**config.mk**
```make
export PLATFORM = sky130hd
export DESIGN_NAME = ctrl_out_ep_irq
export DESIGN_NICKNAME = d
export VERILOG_FILES = /design/src/rtl/coep_pkg.sv /design/src/rtl/coep_setup_seq.sv /design/src/rtl/coep_status_reg.sv /design/src/rtl/ctrl_out_ep_irq.sv
export SDC_FILE = /design/constraint.sdc
export NUM_CORES = 1
export LEC_CHECK = 0
export BUFFER_PORTS_ARGS = -buffer_cell sky130_fd_sc_hd__buf_2
export CAP_MARGIN = 40
export CORE_ASPECT_RATIO = 0.8
export CORE_UTILIZATION = 30
export CTS_BUF_LIST = sky130_fd_sc_hd__clkbuf_8
export CTS_CLUSTER_DIAMETER = 150
export DETAILED_ROUTE_END_ITERATION = 8
export PLACE_DENSITY_LB_ADDON = 0.1
export SLEW_MARGIN = 10
export SYNTH_ARGS = -nofsm -noshare
export SYNTH_HDL_FRONTEND = slang
export SYNTH_SLANG_ARGS = --single-unit
```
**constraint.sdc**
```tcl
create_clock -name clk -period 1.4 [get_ports clk]
set_input_delay 0 -clock clk [delete_from_list [all_inputs] [get_ports clk]]
set_output_delay 0 -clock clk [all_outputs]
set_load 0.02 [all_outputs]
```
**src/rtl/coep_pkg.sv**
```systemverilog
package coep_pkg;
    localparam int STS_W = 32;

    localparam int B_XFER    = 0;
    localparam int B_EPDIS   = 1;
    localparam int B_BUSERR  = 2;
    localparam int B_STPDONE = 3;
    localparam int B_OUTDIS  = 4;
    localparam int B_STSPH   = 5;
    localparam int B_B2B     = 6;
    localparam int B_PKTERR  = 8;
    localparam int B_BABBLE  = 12;
    localparam int B_NAK     = 13;
    localparam int B_NYET    = 14;
    localparam int B_STPRX   = 15;

    typedef struct packed {
        logic setup;
        logic token;
        logic tok_out;
        logic nyet;
        logic nak;
        logic babble;
        logic pkt_err;
        logic drained;
        logic status_tok;
        logic xfer_done;
        logic ep_dis;
        logic bus_err;
    } ev_t;

    typedef enum logic {SQ_IDLE, SQ_PEND} sq_t;

    function automatic logic [STS_W-1:0] impl_mask();
        logic [STS_W-1:0] m;
        m = '0;
        m[B_XFER]    = 1'b1;
        m[B_EPDIS]   = 1'b1;
        m[B_BUSERR]  = 1'b1;
        m[B_STPDONE] = 1'b1;
        m[B_OUTDIS]  = 1'b1;
        m[B_STSPH]   = 1'b1;
        m[B_B2B]     = 1'b1;
        m[B_PKTERR]  = 1'b1;
        m[B_BABBLE]  = 1'b1;
        m[B_NAK]     = 1'b1;
        m[B_NYET]    = 1'b1;
        m[B_STPRX]   = 1'b1;
        return m;
    endfunction
endpackage

```
**src/rtl/coep_setup_seq.sv**
```systemverilog
module coep_setup_seq
    import coep_pkg::*;
#(
    parameter int B2B_LIMIT = 3
) (
    input  logic clk,
    input  logic rst,
    input  ev_t  ev,
    input  logic sw_ep_enable,
    input  logic sw_buf_load,
    output logic ep_en,
    output logic buf_ok,
    output logic setup_done,
    output logic b2b_hit,
    output logic stsph_hit
);
    localparam int CNT_W = $clog2(B2B_LIMIT + 2);
    localparam logic [CNT_W-1:0] CNT_MAX = CNT_W'(B2B_LIMIT + 1);
    localparam logic [CNT_W-1:0] CNT_LIM = CNT_W'(B2B_LIMIT);

    sq_t             state_q, state_d;
    logic [CNT_W-1:0] cnt_q, cnt_base, cnt_d;
    logic            drained_q;

    assign setup_done = ev.token && (state_q == SQ_PEND);

    always_comb begin
        state_d = state_q;
        if (ev.setup)
            state_d = SQ_PEND;
        else if (ev.token)
            state_d = SQ_IDLE;
    end

    always_comb begin
        cnt_base = ev.token ? '0 : cnt_q;
        cnt_d    = cnt_base;
        if (ev.setup)
            cnt_d = (cnt_base == CNT_MAX) ? CNT_MAX : cnt_base + 1'b1;
    end

    assign b2b_hit   = ev.setup && (cnt_d > CNT_LIM);
    assign stsph_hit = ev.status_tok && (drained_q || ev.drained);

    always_ff @(posedge clk) begin
        if (rst) begin
            state_q   <= SQ_IDLE;
            cnt_q     <= '0;
            ep_en     <= 1'b0;
            buf_ok    <= 1'b0;
            drained_q <= 1'b0;
        end else begin
            state_q <= state_d;
            cnt_q   <= cnt_d;
            if (setup_done || ev.ep_dis)
                ep_en <= 1'b0;
            else if (sw_ep_enable)
                ep_en <= 1'b1;
            if (setup_done)
                buf_ok <= 1'b0;
            else if (sw_buf_load)
                buf_ok <= 1'b1;
            if (ev.setup || stsph_hit)
                drained_q <= 1'b0;
            else if (ev.drained)
                drained_q <= 1'b1;
        end
    end

    p_done_dis_r4: assert property (@(posedge clk) disable iff (rst)
        (state_q == SQ_PEND && ev.token) |=> (!ep_en && !buf_ok));

    p_hold_dis_r5: assert property (@(posedge clk) disable iff (rst)
        (!ep_en && !sw_ep_enable) |=> !ep_en);

    p_cnt_sat_r6: assert property (@(posedge clk) disable iff (rst)
        cnt_q <= CNT_MAX);

    p_tok_clr_r6: assert property (@(posedge clk) disable iff (rst)
        (ev.token && !ev.setup) |=> (cnt_q == '0));
endmodule

```
**src/rtl/coep_status_reg.sv**
```systemverilog
module coep_status_reg
    import coep_pkg::*;
(
    input  logic             clk,
    input  logic             rst,
    input  logic [STS_W-1:0] set_vec,
    input  logic             clr_wr,
    input  logic [STS_W-1:0] clr_data,
    input  logic [STS_W-1:0] irq_mask,
    output logic [STS_W-1:0] sts,
    output logic             irq
);
    localparam logic [STS_W-1:0] IMPL = impl_mask();

    logic [STS_W-1:0] clr_vec;

    assign clr_vec = clr_wr ? clr_data : '0;

    always_ff @(posedge clk) begin
        if (rst)
            sts <= '0;
        else
            sts <= ((sts & ~clr_vec) | set_vec) & IMPL;
    end

    assign irq = |(sts & irq_mask);

    p_w1c_r3: assert property (@(posedge clk) disable iff (rst)
        clr_wr |=> ((sts & $past(clr_data & ~set_vec)) == '0));

    p_set_r2: assert property (@(posedge clk) disable iff (rst)
        (|(set_vec & IMPL)) |=> ((sts & $past(set_vec & IMPL)) == $past(set_vec & IMPL)));

    p_rsvd_r2: assert property (@(posedge clk) disable iff (rst)
        (sts & ~IMPL) == '0);

    p_irq_r10: assert property (@(posedge clk) disable iff (rst)
        (sts == '0) |-> !irq);
endmodule

```
**src/rtl/ctrl_out_ep_irq.sv**
```systemverilog
module ctrl_out_ep_irq
    import coep_pkg::*;
#(
    parameter int B2B_LIMIT = 3
) (
    input  logic        clk,
    input  logic        rst,
    input  logic        ev_setup,
    input  logic        ev_token,
    input  logic        ev_tok_out,
    input  logic        ev_nyet,
    input  logic        ev_nak,
    input  logic        ev_babble,
    input  logic        ev_pkt_err,
    input  logic        ev_drained,
    input  logic        ev_status_tok,
    input  logic        ev_xfer_done,
    input  logic        ev_ep_dis,
    input  logic        ev_bus_err,
    input  logic        ep_iso,
    input  logic        thresh_en,
    input  logic        sw_ep_enable,
    input  logic        sw_buf_load,
    input  logic        clr_wr,
    input  logic [31:0] clr_data,
    input  logic [31:0] irq_mask,
    output logic [31:0] status,
    output logic        irq,
    output logic        ep_enabled,
    output logic        out_accept
);
    ev_t              ev;
    logic             buf_ok, setup_done, b2b_hit, stsph_hit;
    logic [STS_W-1:0] set_vec;

    assign ev = '{setup: ev_setup, token: ev_token, tok_out: ev_tok_out,
                  nyet: ev_nyet, nak: ev_nak, babble: ev_babble,
                  pkt_err: ev_pkt_err, drained: ev_drained,
                  status_tok: ev_status_tok, xfer_done: ev_xfer_done,
                  ep_dis: ev_ep_dis, bus_err: ev_bus_err};

    coep_setup_seq #(.B2B_LIMIT(B2B_LIMIT)) u_seq (
        .clk          (clk),
        .rst          (rst),
        .ev           (ev),
        .sw_ep_enable (sw_ep_enable),
        .sw_buf_load  (sw_buf_load),
        .ep_en        (ep_enabled),
        .buf_ok       (buf_ok),
        .setup_done   (setup_done),
        .b2b_hit      (b2b_hit),
        .stsph_hit    (stsph_hit)
    );

    always_comb begin
        set_vec            = '0;
        set_vec[B_STPRX]   = ev.setup;
        set_vec[B_NYET]    = ev.nyet && !ep_iso;
        set_vec[B_NAK]     = ev.nak;
        set_vec[B_BABBLE]  = ev.babble;
        set_vec[B_PKTERR]  = ev.pkt_err && thresh_en;
        set_vec[B_B2B]     = b2b_hit;
        set_vec[B_STSPH]   = stsph_hit;
        set_vec[B_OUTDIS]  = ev.token && ev.tok_out && !ep_enabled;
        set_vec[B_STPDONE] = setup_done;
        set_vec[B_BUSERR]  = ev.bus_err;
        set_vec[B_EPDIS]   = setup_done || ev.ep_dis;
        set_vec[B_XFER]    = ev.xfer_done;
    end

    coep_status_reg u_sts (
        .clk      (clk),
        .rst      (rst),
        .set_vec  (set_vec),
        .clr_wr   (clr_wr),
        .clr_data (clr_data),
        .irq_mask (irq_mask),
        .sts      (status),
        .irq      (irq)
    );

    assign out_accept = ep_enabled && buf_ok;

    p_en_src_r5: assert property (@(posedge clk) disable iff (rst)
        $rose(ep_enabled) |-> $past(sw_ep_enable));

    p_accept_r5: assert property (@(posedge clk) disable iff (rst)
        out_accept |-> ep_enabled);
endmodule

```
==> results of run 1 <==
layer usage:
metal  track usage (%)  wire length [µm]  vias to the layer above
met3             6.144               232                        2
li1                  -                 -                      488
met4             5.319                19                        0
met5                 0                 0                        -
met2             20.54              1105                       51
met1             15.52              1070                      437
worst register-to-register path, cell delays in order (launching register included):
cell                        delay, ns
sky130_fd_sc_hd__dfxtp_1         0.31
sky130_fd_sc_hd__and2b_2         0.16
sky130_fd_sc_hd__inv_1           0.05
sky130_fd_sc_hd__ha_1            0.24
sky130_fd_sc_hd__nand4bb_1       0.19
sky130_fd_sc_hd__o211ai_1        0.11
sky130_fd_sc_hd__a21oi_1         0.09
report_power, final:
group | switching (W) | internal (W) | total [W]
logic | 0.000170 | 0.000115 | 0.000285
clock network | 0.000180 | 0.000198 | 0.000378
registers | 0.0000251 | 0.000571 | 0.000596
what timing repair did:
action,in CTS,in global routing
setup endpoints to repair,0,1
hold buffers,6,0
setup buffers,0,0
resized for setup,0,3
hold endpoints to repair,7,0
through the flow:
stage | worst slack [ns] | hold WS [ns]
floorplan | 0.2435 | 0.07866
global placement | 0.1740 | 0.1772
detailed placement | 0.1361 | 0.1855
CTS | 0.02425 | 0.003411
global route | 0.02202 | 0.02127
finish | 0.1376 | 0.006117
final cells by class:
class,instances,area (µm²),area share [%]
multi-input cells,91,529.3,38.84
flip-flops and latches,19,380.4,27.92
repair buffers,63,345.3,25.34
well taps,40,50.05,3.673
clock buffers,3,41.29,3.030
inverters,3,11.26,0.8264
clock inverters,1,5.005,0.3673
kinds of logic (layout without fill, tap and decap cells):
| group | count (synthesis) | after routing | synth area share [%] |
|---|---|---|---|
| flops | 19 | 19 | 37.58 |
| fa+ha+maj | 2 | 2 | 2.472 |
| compound gates | 27 | 27 | 19.65 |
| mux | 1 | 1 | 0.9889 |
| buf+inv | 28 | 70 | 19.04 |
| simple gates | 41 | 41 | 19.90 |
| other cells | 1 | 20 | 0.3705 |
flip-flops by register name, summed over array words and instances (netlist names):
| register | count |
|---|---|
| u_seq.cnt_q | 3 |
| u_seq.drained_q | 1 |
| u_seq.buf_ok | 1 |
| u_seq.state_q | 1 |
| u_seq.ep_en | 1 |
| u_sts.sts | 12 |
placed cells by master (no fill, tap or decap), drive strengths merged, types with 3 or more instances in the layout:
| master | n |
|---|---|
| dfxtp | 19 |
| nand2 | 16 |
| dlygate4sd3 | 6 |
| clkbuf | 3 |
| nor2b | 3 |
| conb | 20 |
| nor2 | 16 |
| a22o | 3 |
| inv | 3 |
| a221oi | 4 |
| a21oi | 12 |
| buf | 57 |
worst min-delay path by stage:
stage	slack, ns	depth (start not counted)	start	to
global placement	0.18	2	ev_status_tok	u_seq.drained_q
floorplan	0.08	1	ev_status_tok	u_seq.drained_q
finish	0.006	3	ev_pkt_err	u_sts.sts[8]
global route	0.02	4	clr_data[4]	u_sts.sts[4]
CTS	0.003	4	clr_data[4]	u_sts.sts[4]
detailed placement	0.19	2	ev_status_tok	u_seq.drained_q
==> flow_metrics.env, run 1 <==
export IMPL_yosys_top_cells_area="sky130_fd_sc_hd__dfxtp_1 (38%), sky130_fd_sc_hd__buf_4 (15%), sky130_fd_sc_hd__a21oi_1 (5.9%)"
export IMPL_drc=0
export IMPL_clock_tree_from_tritoncts="done"
export IMPL_worstSetupStartpointType="register"
export IMPL_endpoint_kind="output pin"
export IMPL_number_of_synthesized_flops_with_an_enable_pin=0
export IMPL_placementRows=18
export IMPL_layout_drive_gt1_share_pct=40.56
export IMPL_worstPathMaxFanout=3
export IMPL_detailedRoute_firstIterationViolations=38
export IMPL_synthMostInstantiatedCell="sky130_fd_sc_hd__buf_4"
export IMPL_worst_r2r_setup_slack_ns=0.14
export IMPL_worstSetupPathType="register to output pin"
export IMPL_min_delay_path_class="input pin to register"
export IMPL_fin_skew_ns=0.004847
export IMPL_outcome="finished, final reports clean"
export IMPL_timing_final_crit_period_ns=1.262
export IMPL_crit_path_max_incr_delay_ns=0.33
export IMPL_syn_cell_area_um2=1012
export IMPL_global_route_overflow_total=0
export IMPL_worst_r2r_endpoint="u_sts.sts[6]"
export IMPL_layout_nets=266
export IMPL_cp_depth=4
export IMPL_clkSlewWorstSetupHoldPaths_ns=0.07
export IMPL_num_vias=978
export IMPL_globalplace_congestion=0.6559
export IMPL_synth_top_area_share_pct=37.58
export IMPL_tritoncts_num_buffers=3
export IMPL_cts_max_level=1
export IMPL_fp_dieArea_um2=3612
export IMPL_post_dp_cell_area_um2=1237
export IMPL_detail_route_wl_per_cell_um=11.03
export IMPL_antenna_cells=0
export IMPL_postLayoutCellArea_um2=1363
export IMPL_largest_net_degree_at_the_start_of_global_routing=20
export IMPL_finalCritPeriodShare_pct=90.17
export IMPL_clock_sinks=19
export IMPL_timing_max_cap_violations=0
export IMPL_finish_utilization_pct=43.21
export IMPL_fmax_mhz=792.1
export IMPL_synth_seq_cells=19
export IMPL_dr_pass1_iters=4
export IMPL_crit_path_end="irq"
export IMPL_syn_to_final_growth_pct=34.61
export IMPL_setup_tns_ns=0
export IMPL_proportion_of_synthesized_flip_flops_having_asynchronous_set_or_reset_pct=0
export IMPL_power_per_cell_area_nw_per_um2=924.6
export IMPL_grt_setup_unrepaired="false"
export IMPL_synth_yosys_warnings=0
export IMPL_cp_data_arrival_time_ns=1.26
export IMPL_worst_path_max_delay_cell="sky130_fd_sc_hd__dfxtp_1"
export IMPL_cp_data_required_time_ns=1.40
export IMPL_num_ports=118
export IMPL_drtAntennaViolNets=0
export IMPL_post_synth_most_frequent_cells="sky130_fd_sc_hd__buf_4 (20), sky130_fd_sc_hd__dfxtp_1 (19), sky130_fd_sc_hd__nor2_1 (16), sky130_fd_sc_hd__nand2_1 (15), sky130_fd_sc_hd__a21oi_1 (12)"
export IMPL_ctsRootBufferMaster="sky130_fd_sc_hd__clkbuf_8"
export IMPL_dp_cells=210
export IMPL_r2r_start="u_seq.cnt_q[1]"
export IMPL_power_total_w=0.001260
export IMPL_num_fill_cells=331
export IMPL_synthCells=119
export IMPL_grt_use_total_pct=13.10
export IMPL_first_global_vias=779
export IMPL_port_buffers=57
export IMPL_synth_cell_types=30
export IMPL_post_synth_top_area_cell="sky130_fd_sc_hd__dfxtp_1"
export IMPL_routed_via_density=4.445
export IMPL_synth_avg_cell_area_um2=8.506
export IMPL_start_util_pct=32.10
export IMPL_worst_path_dominant_cell_family="compound AO/OA/AOI/OAI gates"
export IMPL_critical_path_buffers_and_inverters=1
export IMPL_cts_buffer_depth=2
export IMPL_initial_antenna_violation_count=0
export IMPL_die_height_um=53.96
export IMPL_core_um2=3153
export IMPL_slew_viol_final=0
export IMPL_total_leakage_power_nw=0.6783
export IMPL_seq_area_frac_synth_pct=37.58
export IMPL_setup_viol=0
export IMPL_vdd_ir_drop_worst_v=0.0004312
export IMPL_wire_length_of_the_first_global_routing_pass_mm=3.339
export IMPL_cp_startpoint="u_sts.sts[15]"
export IMPL_dp_final_hpwl_mm=1.822
export IMPL_synthFlopType="sky130_fd_sc_hd__dfxtp_1"
export IMPL_crit_chain="a22o_1 -> a221oi_2 -> nand3_1 -> buf_2"
export IMPL_final_cell_count_no_fill=220
export IMPL_clock_insertion_delay_at_the_later_pin_of_the_skew_report_ns=0.25
export IMPL_drt_total_wl_mm=2.427
export IMPL_reg2regPathDepth=6
export IMPL_finalHoldViolations=0
export IMPL_die_x_um=66.94
No activity file was read; power rests on OpenSTA's default activity.
==> run 2, diff against run 1 <==
- CORE_MARGIN: unset -> 2
==> flow_metrics.env, run 2 (same netlist as run 1, synthesis figures left out) <==
export IMPL_power_share_clock_pct=29.4
export IMPL_clock_sinks=19
export IMPL_dp_final_hpwl_mm=1.888
export IMPL_min_delay_path_class="input pin to register"
export IMPL_num_fill_cells=343
export IMPL_layout_nets=267
export IMPL_cts_buffer_depth=2
export IMPL_postLayoutCellArea_um2=1363
export IMPL_layout_drive_gt1_share_pct=39.78
export IMPL_clock_insertion_delay_at_the_later_pin_of_the_skew_report_ns=0.25
export IMPL_start_util_pct=32.10
export IMPL_wire_length_of_the_first_global_routing_pass_mm=3.353
export IMPL_post_dp_cell_area_um2=1245
export IMPL_setup_viol=0
export IMPL_worstSetupStartpointType="register"
export IMPL_finalCritPeriodShare_pct=91.27
export IMPL_placementRows=18
export IMPL_port_buffers=57
export IMPL_die_height_um=55.96
export IMPL_drtAntennaViolNets=0
export IMPL_power_frac_seq_pct=47.6
export IMPL_layout_commonest_cell="sky130_fd_sc_hd__buf_2"
export IMPL_setup_tns_ns=0
export IMPL_endpoint_kind="output pin"
export IMPL_globalplace_congestion=0.6458
export IMPL_global_route_overflow_total=0
export IMPL_internal_power_w=0.0008819
export IMPL_fmax_mhz=782.6
export IMPL_core_um2=3153
export IMPL_worstSetupPathType="register to output pin"
export IMPL_seq_area_um2=380.4
export IMPL_num_vias=961
export IMPL_fp_dieArea_um2=3858
export IMPL_multiInputGateArea_um2=523.0
export IMPL_clkSlewWorstSetupHoldPaths_ns=0.07
export IMPL_dr_pass1_iters=4
export IMPL_vdd_ir_drop_worst_v=0.0006003
export IMPL_routed_via_density=4.348
export IMPL_tritoncts_num_buffers=3
export IMPL_num_ports=118
export IMPL_post_cts_repair_setup_buffers=0
export IMPL_first_global_vias=744
export IMPL_max_ffs_per_register=12
export IMPL_drc=0
export IMPL_mostFrequentLayoutCells="sky130_fd_sc_hd__buf_2 (57), sky130_fd_sc_hd__conb_1 (20), sky130_fd_sc_hd__dfxtp_1 (19), sky130_fd_sc_hd__nor2_1 (16), sky130_fd_sc_hd__nand2_1 (15)"
export IMPL_detailedRoute_firstIterationViolations=15
export IMPL_largest_register="u_sts.sts"
export IMPL_total_leakage_power_nw=0.6825
export IMPL_timing_final_crit_period_ns=1.278
export IMPL_power_combinational_fraction_pct=22.9
export IMPL_cts_max_level=1
export IMPL_ctsRootBufferMaster="sky130_fd_sc_hd__clkbuf_8"
export IMPL_initial_antenna_violation_count=0
export IMPL_cp_data_arrival_time_ns=1.28
export IMPL_biggestRegsByFlops="u_sts.sts x12, u_seq.cnt_q x3"
export IMPL_timing_max_cap_violations=0
export IMPL_clock_tree_from_tritoncts="done"
export IMPL_grt_use_total_pct=11.69
export IMPL_grt_setup_unrepaired="false"
export IMPL_worstPathMaxFanout=3
export IMPL_power_switching_w=0.0003681
export IMPL_largest_net_degree_at_the_start_of_global_routing=20
export IMPL_detail_route_wl_per_cell_um=11.08
export IMPL_cp_data_required_time_ns=1.40
export IMPL_slew_viol_final=0
export IMPL_power_per_cell_area_nw_per_um2=917.4
export IMPL_antenna_cells=0
export IMPL_outcome="finished, final reports clean"
export IMPL_die_x_um=68.94
export IMPL_finalHoldViolations=0
export IMPL_syn_to_final_growth_pct=34.61
export IMPL_power_switching_share_pct=29.45
export IMPL_fin_skew_ns=0.0006501
export IMPL_drt_total_wl_mm=2.448
## run 2: changes by cell type in the layout (fill, tap and decap cells not counted), sizes merged
cell	previous run	this run
inv	3	4
buf	57	58
clkinv	1	0
## run 2: cell type report
cell class	count	share of cell area [%]
clock buffers	3	3.030
clock inverters	1	0.2755
inverters	3	0.8264
multi-input cells	91	38.38
flip-flops and latches	19	27.92
well taps	40	3.673
repair buffers	64	25.90
## run 2: timing repair
item | 4_1_cts | 5_1_grt
hold buffers | 6 | 0
endpoints found under the hold margin | 6 | 0
setup endpoints to repair | 0 | 1
resized for setup | 0 | 2
## run 2: final timing paths
path,start,endpoint,slack (ns),cells after the start
worst max-delay path,u_sts.sts[1],irq,0.12,4
worst min-delay path,thresh_en,u_sts.sts[8],0.001,3
worst max register to register,u_seq.cnt_q[1],u_sts.sts[6],0.15,6
worst min register to register,u_sts.sts[6],u_sts.sts[6],0.47,2
## run 2: worst max-delay path: stages (launching register included)
cell and delay [ns]:
sky130_fd_sc_hd__dfxtp_1 0.33, sky130_fd_sc_hd__a22o_1 0.21, sky130_fd_sc_hd__a221oi_1 0.21, sky130_fd_sc_hd__nand3_1 0.10
sky130_fd_sc_hd__buf_2 0.17
## run 2: routing by layer
metal / GRT usage, % / routed length (µm)
met5: 0 / 0
met4: 4.202 / 27
met3: 4.453 / 243
met2: 17.99 / 1066
met1: 14.69 / 1111
## run 2: per-stage QoR
step | instances | worst slack, ns | power, W | utilization [%] | hold WS [ns]
after detailed placement | 211 | 0.1522 | 0.0008767 | 39.48 | 0.1858
after CTS | 221 | 0.05253 | 0.001268 | 42.82 | 0.0007158
final | 221 | 0.1223 | 0.001250 | 43.21 | 0.001219
after global placement | 211 | 0.1689 | 0.0008727 | 39.48 | 0.1769
after floorplan | 138 | 0.2435 | 0.0008172 | - | 0.07866
after global routing | 221 | 0.004170 | 0.001325 | 43.21 | 0.007745
## run 2: power groups by stage
stage               registers (W)  clock network [W]  logic, W
global route             0.000599           0.000410  0.000315
global placement         0.000605                  0  0.000267
finish                   0.000596           0.000368  0.000287
detailed placement       0.000607                  0  0.000270
floorplan                0.000631                  0  0.000186
CTS                      0.000594           0.000390  0.000284
==> run 3, diff against run 2 <==
- ABC_AREA: unset -> 1
==> flow_metrics.env, run 3 <==
export IMPL_outcome="complete, but fails checks"
export IMPL_violations="hold timing"
export IMPL_post_dp_cell_area_um2=1239
export IMPL_num_ports=118
export IMPL_largest_register="u_sts.sts"
export IMPL_setup_viol=0
export IMPL_worst_path_dominant_cell_family="buffers and inverters"
export IMPL_number_of_synthesized_flops_with_an_enable_pin=0
export IMPL_postLayoutCellArea_um2=1404
export IMPL_clkSlewWorstSetupHoldPaths_ns=0.07
export IMPL_largest_family_of_logic_cells_by_synthesized_area="simple AND/OR/NAND/NOR gates"
export IMPL_vdd_ir_drop_worst_v=0.0005031
export IMPL_r2r_start="u_seq.cnt_q[1]"
export IMPL_biggestRegsByFlops="u_sts.sts x12, u_seq.cnt_q x3"
export IMPL_cp_data_required_time_ns=1.52
export IMPL_worst_path_max_delay_cell="sky130_fd_sc_hd__dlygate4sd3_1"
export IMPL_layout_drive_gt1_share_pct=32.08
export IMPL_syn_cell_area_um2=1016
export IMPL_antenna_cells=0
export IMPL_num_fill_cells=347
export IMPL_layout_nets=298
export IMPL_drc=0
export IMPL_seq_area_um2=380.4
export IMPL_yosys_area_share_xor_xnor_pct=0
export IMPL_global_route_overflow_total=0
export IMPL_clock_sinks=19
export IMPL_dp_final_hpwl_mm=1.903
export IMPL_initial_antenna_violation_count=0
export IMPL_finalHoldViolations=1
export IMPL_die_height_um=56.05
export IMPL_grt_setup_unrepaired="false"
export IMPL_synthMostInstantiatedCell="sky130_fd_sc_hd__nand2_1"
export IMPL_post_synth_most_frequent_cells="sky130_fd_sc_hd__nand2_1 (47), sky130_fd_sc_hd__buf_4 (20), sky130_fd_sc_hd__dfxtp_1 (19), sky130_fd_sc_hd__a21oi_1 (12), sky130_fd_sc_hd__nor2_1 (10)"
export IMPL_hold_ws_ns=-0.002233
export IMPL_fin_skew_ns=0.003364
export IMPL_worst_r2r_endpoint="u_seq.cnt_q[2]"
export IMPL_worst_r2r_setup_slack_ns=0.32
export IMPL_proportion_of_synthesized_flip_flops_having_asynchronous_set_or_reset_pct=0
export IMPL_detailedRoute_firstIterationViolations=14
export IMPL_placementRows=18
export IMPL_start_util_pct=32.22
export IMPL_synth_yosys_warnings=0
export IMPL_setup_tns_ns=0
export IMPL_worstSetupPathType="input pin to register"
export IMPL_post_synth_top_area_cell="sky130_fd_sc_hd__dfxtp_1"
export IMPL_cp_depth=5
export IMPL_globalplace_congestion=0.7790
export IMPL_grt_use_total_pct=12.70
export IMPL_slew_viol_final=0
export IMPL_timing_max_cap_violations=0
export IMPL_drt_total_wl_mm=2.418
export IMPL_die_x_um=69.07
export IMPL_num_vias=1026
export IMPL_synth_seq_cells=19
export IMPL_synthCells=143
export IMPL_clock_tree_from_tritoncts="done"
export IMPL_worstPathMaxFanout=1
export IMPL_post_cts_resize_count=0
export IMPL_reg2regPathDepth=7
export IMPL_cp_startpoint="thresh_en"
export IMPL_multiInputGateArea_um2=481.7
export IMPL_cts_buffer_depth=2
export IMPL_timing_final_crit_period_ns=1.177
export IMPL_worstSetupStartpointType="input pin"
export IMPL_mostFrequentLayoutCells="sky130_fd_sc_hd__buf_2 (57), sky130_fd_sc_hd__nand2_1 (47), sky130_fd_sc_hd__conb_1 (20), sky130_fd_sc_hd__dfxtp_1 (19)"
export IMPL_core_um2=3153
export IMPL_fp_dieArea_um2=3871
export IMPL_cp_data_arrival_time_ns=1.30
export IMPL_layout_commonest_cell="sky130_fd_sc_hd__buf_2"
export IMPL_crit_path_end="u_sts.sts[8]"
export IMPL_crit_path_max_incr_delay_ns=0.54
export IMPL_max_ffs_per_register=12
export IMPL_detail_route_wl_per_cell_um=9.595
export IMPL_finalCritPeriodShare_pct=84.05
export IMPL_routed_via_density=4.071
export IMPL_power_per_cell_area_nw_per_um2=883.7
export IMPL_dr_pass1_iters=4
export IMPL_crit_chain="dlygate4sd3_1 -> buf_2 -> nand2_1 -> dlygate4sd3_1 -> a21oi_1"
export IMPL_synth_cell_types=19
export IMPL_ctsRootBufferMaster="sky130_fd_sc_hd__clkbuf_8"
export IMPL_wire_length_of_the_first_global_routing_pass_mm=4.008
export IMPL_tritoncts_num_buffers=3
export IMPL_synthFlopType="sky130_fd_sc_hd__dfxtp_1"
export IMPL_cts_max_level=1
export IMPL_post_synth_fa_ha_maj_area_fraction_pct=2.463
export IMPL_yosys_top_cells_area="sky130_fd_sc_hd__dfxtp_1 (37%), sky130_fd_sc_hd__nand2_1 (17%), sky130_fd_sc_hd__buf_4 (15%)"
export IMPL_synth_mux_area_share_pct=0
export IMPL_clock_insertion_delay_at_the_later_pin_of_the_skew_report_ns=0.25
export IMPL_synth_compound_area_share_pct=9.236
export IMPL_seq_area_frac_synth_pct=37.44
export IMPL_port_buffers=57
export IMPL_min_delay_path_class="input pin to register"
export IMPL_endpoint_kind="register"
export IMPL_synth_simple_gate_area_share_pct=28.33
export IMPL_critical_path_buffers_and_inverters=3
export IMPL_first_global_vias=951
export IMPL_drtAntennaViolNets=0
export IMPL_synth_avg_cell_area_um2=7.105
export IMPL_finish_utilization_pct=44.52
export IMPL_synth_top_area_share_pct=37.44
export IMPL_largest_net_degree_at_the_start_of_global_routing=17
export IMPL_path_common_cell="sky130_fd_sc_hd__dlygate4sd3_1"
export IMPL_total_leakage_power_nw=0.7815
export IMPL_fmax_mhz=849.9
export IMPL_syn_to_final_growth_pct=38.18
[run 3: cell types whose count changed in the layout (fill, tap and decap cells not counted), sizes merged, moves of 4 or more]
cell	change
nand2	+32
inv	+8
dlygate4sd3	+6
o21ai	+4
a221oi	-4
[run 3: logic make-up (layout without fill, tap and decap cells)]
| group | Yosys count | in the layout |
|---|---|---|
| other cells | 1 | 20 |
| flops | 19 | 19 |
| simple gates | 69 | 69 |
| buf+inv | 34 | 84 |
| fa+ha+maj | 2 | 2 |
| compound gates | 18 | 18 |
[run 3: routing by layer]
| layer | GRT usage [%] | vias to the layer above | routed length [µm] |
|---|---|---|---|
| li1 | - | 539 | - |
| met1 | 14.77 | 438 | 1029 |
| met2 | 22.66 | 47 | 1185 |
| met3 | 4.891 | 2 | 191 |
| met4 | 1.681 | 0 | 11 |
| met5 | 0 | - | 0 |
[run 3: worst register-to-register path, cell delays in order (launching register included)]
cell                      delay [ns]
sky130_fd_sc_hd__dfxtp_1        0.32
sky130_fd_sc_hd__nand2_1        0.09
sky130_fd_sc_hd__inv_1          0.07
sky130_fd_sc_hd__ha_1           0.15
sky130_fd_sc_hd__nand2_2        0.06
sky130_fd_sc_hd__inv_1          0.05
sky130_fd_sc_hd__nand3_1        0.08
sky130_fd_sc_hd__and2_1         0.16
[run 3: power breakdown]
group	leakage, nW	internal, W	switching [W]
clock network	0.0269	0.000195	0.000170
logic	0.597	0.000114	0.000171
registers	0.157	0.000571	0.0000198
total	0.781	0.000880	0.000360
[run 3: worst min path at each step]
| stage | startpoint | end | slack, ns | depth (start not counted) |
|---|---|---|---|---|
| floorplan | ev_status_tok | u_seq.drained_q | 0.07 | 1 |
| global placement | ev_status_tok | u_seq.drained_q | 0.18 | 2 |
| detailed placement | ev_status_tok | u_seq.drained_q | 0.18 | 2 |
| CTS | ev_tok_out | u_sts.sts[4] | 0.0005 | 3 |
| global route | ev_tok_out | u_sts.sts[4] | 0.007 | 3 |
| finish | ev_tok_out | u_sts.sts[4] | -0.002 | 3 |
[run 3: area by class of cell]
type | instances | area share (%)
clock buffer | 3 | 2.941
clock inverter | 1 | 0.2674
inverter | 11 | 2.941
multi-input combinational | 109 | 34.31
sequential | 19 | 27.09
tap | 40 | 3.565
timing repair buffer | 69 | 28.88
[run 3: what timing repair did]
item                      4_1_cts  5_1_grt
hold endpoints to repair        9        0
setup buffers                   0        0
hold buffers                   12        0
[run 3: through the flow]
step | std cells | setup slack, ns | total power [W]
2_1_floorplan | 162 | 0.3936 | 0.0008086
3_3_place_gp | 236 | 0.3439 | 0.0008624
3_5_place_dp | 236 | 0.3354 | 0.0008653
4_1_cts | 252 | 0.2445 | 0.001268
5_1_grt | 252 | 0.1794 | 0.001322
6_report | 252 | 0.2233 | 0.001241
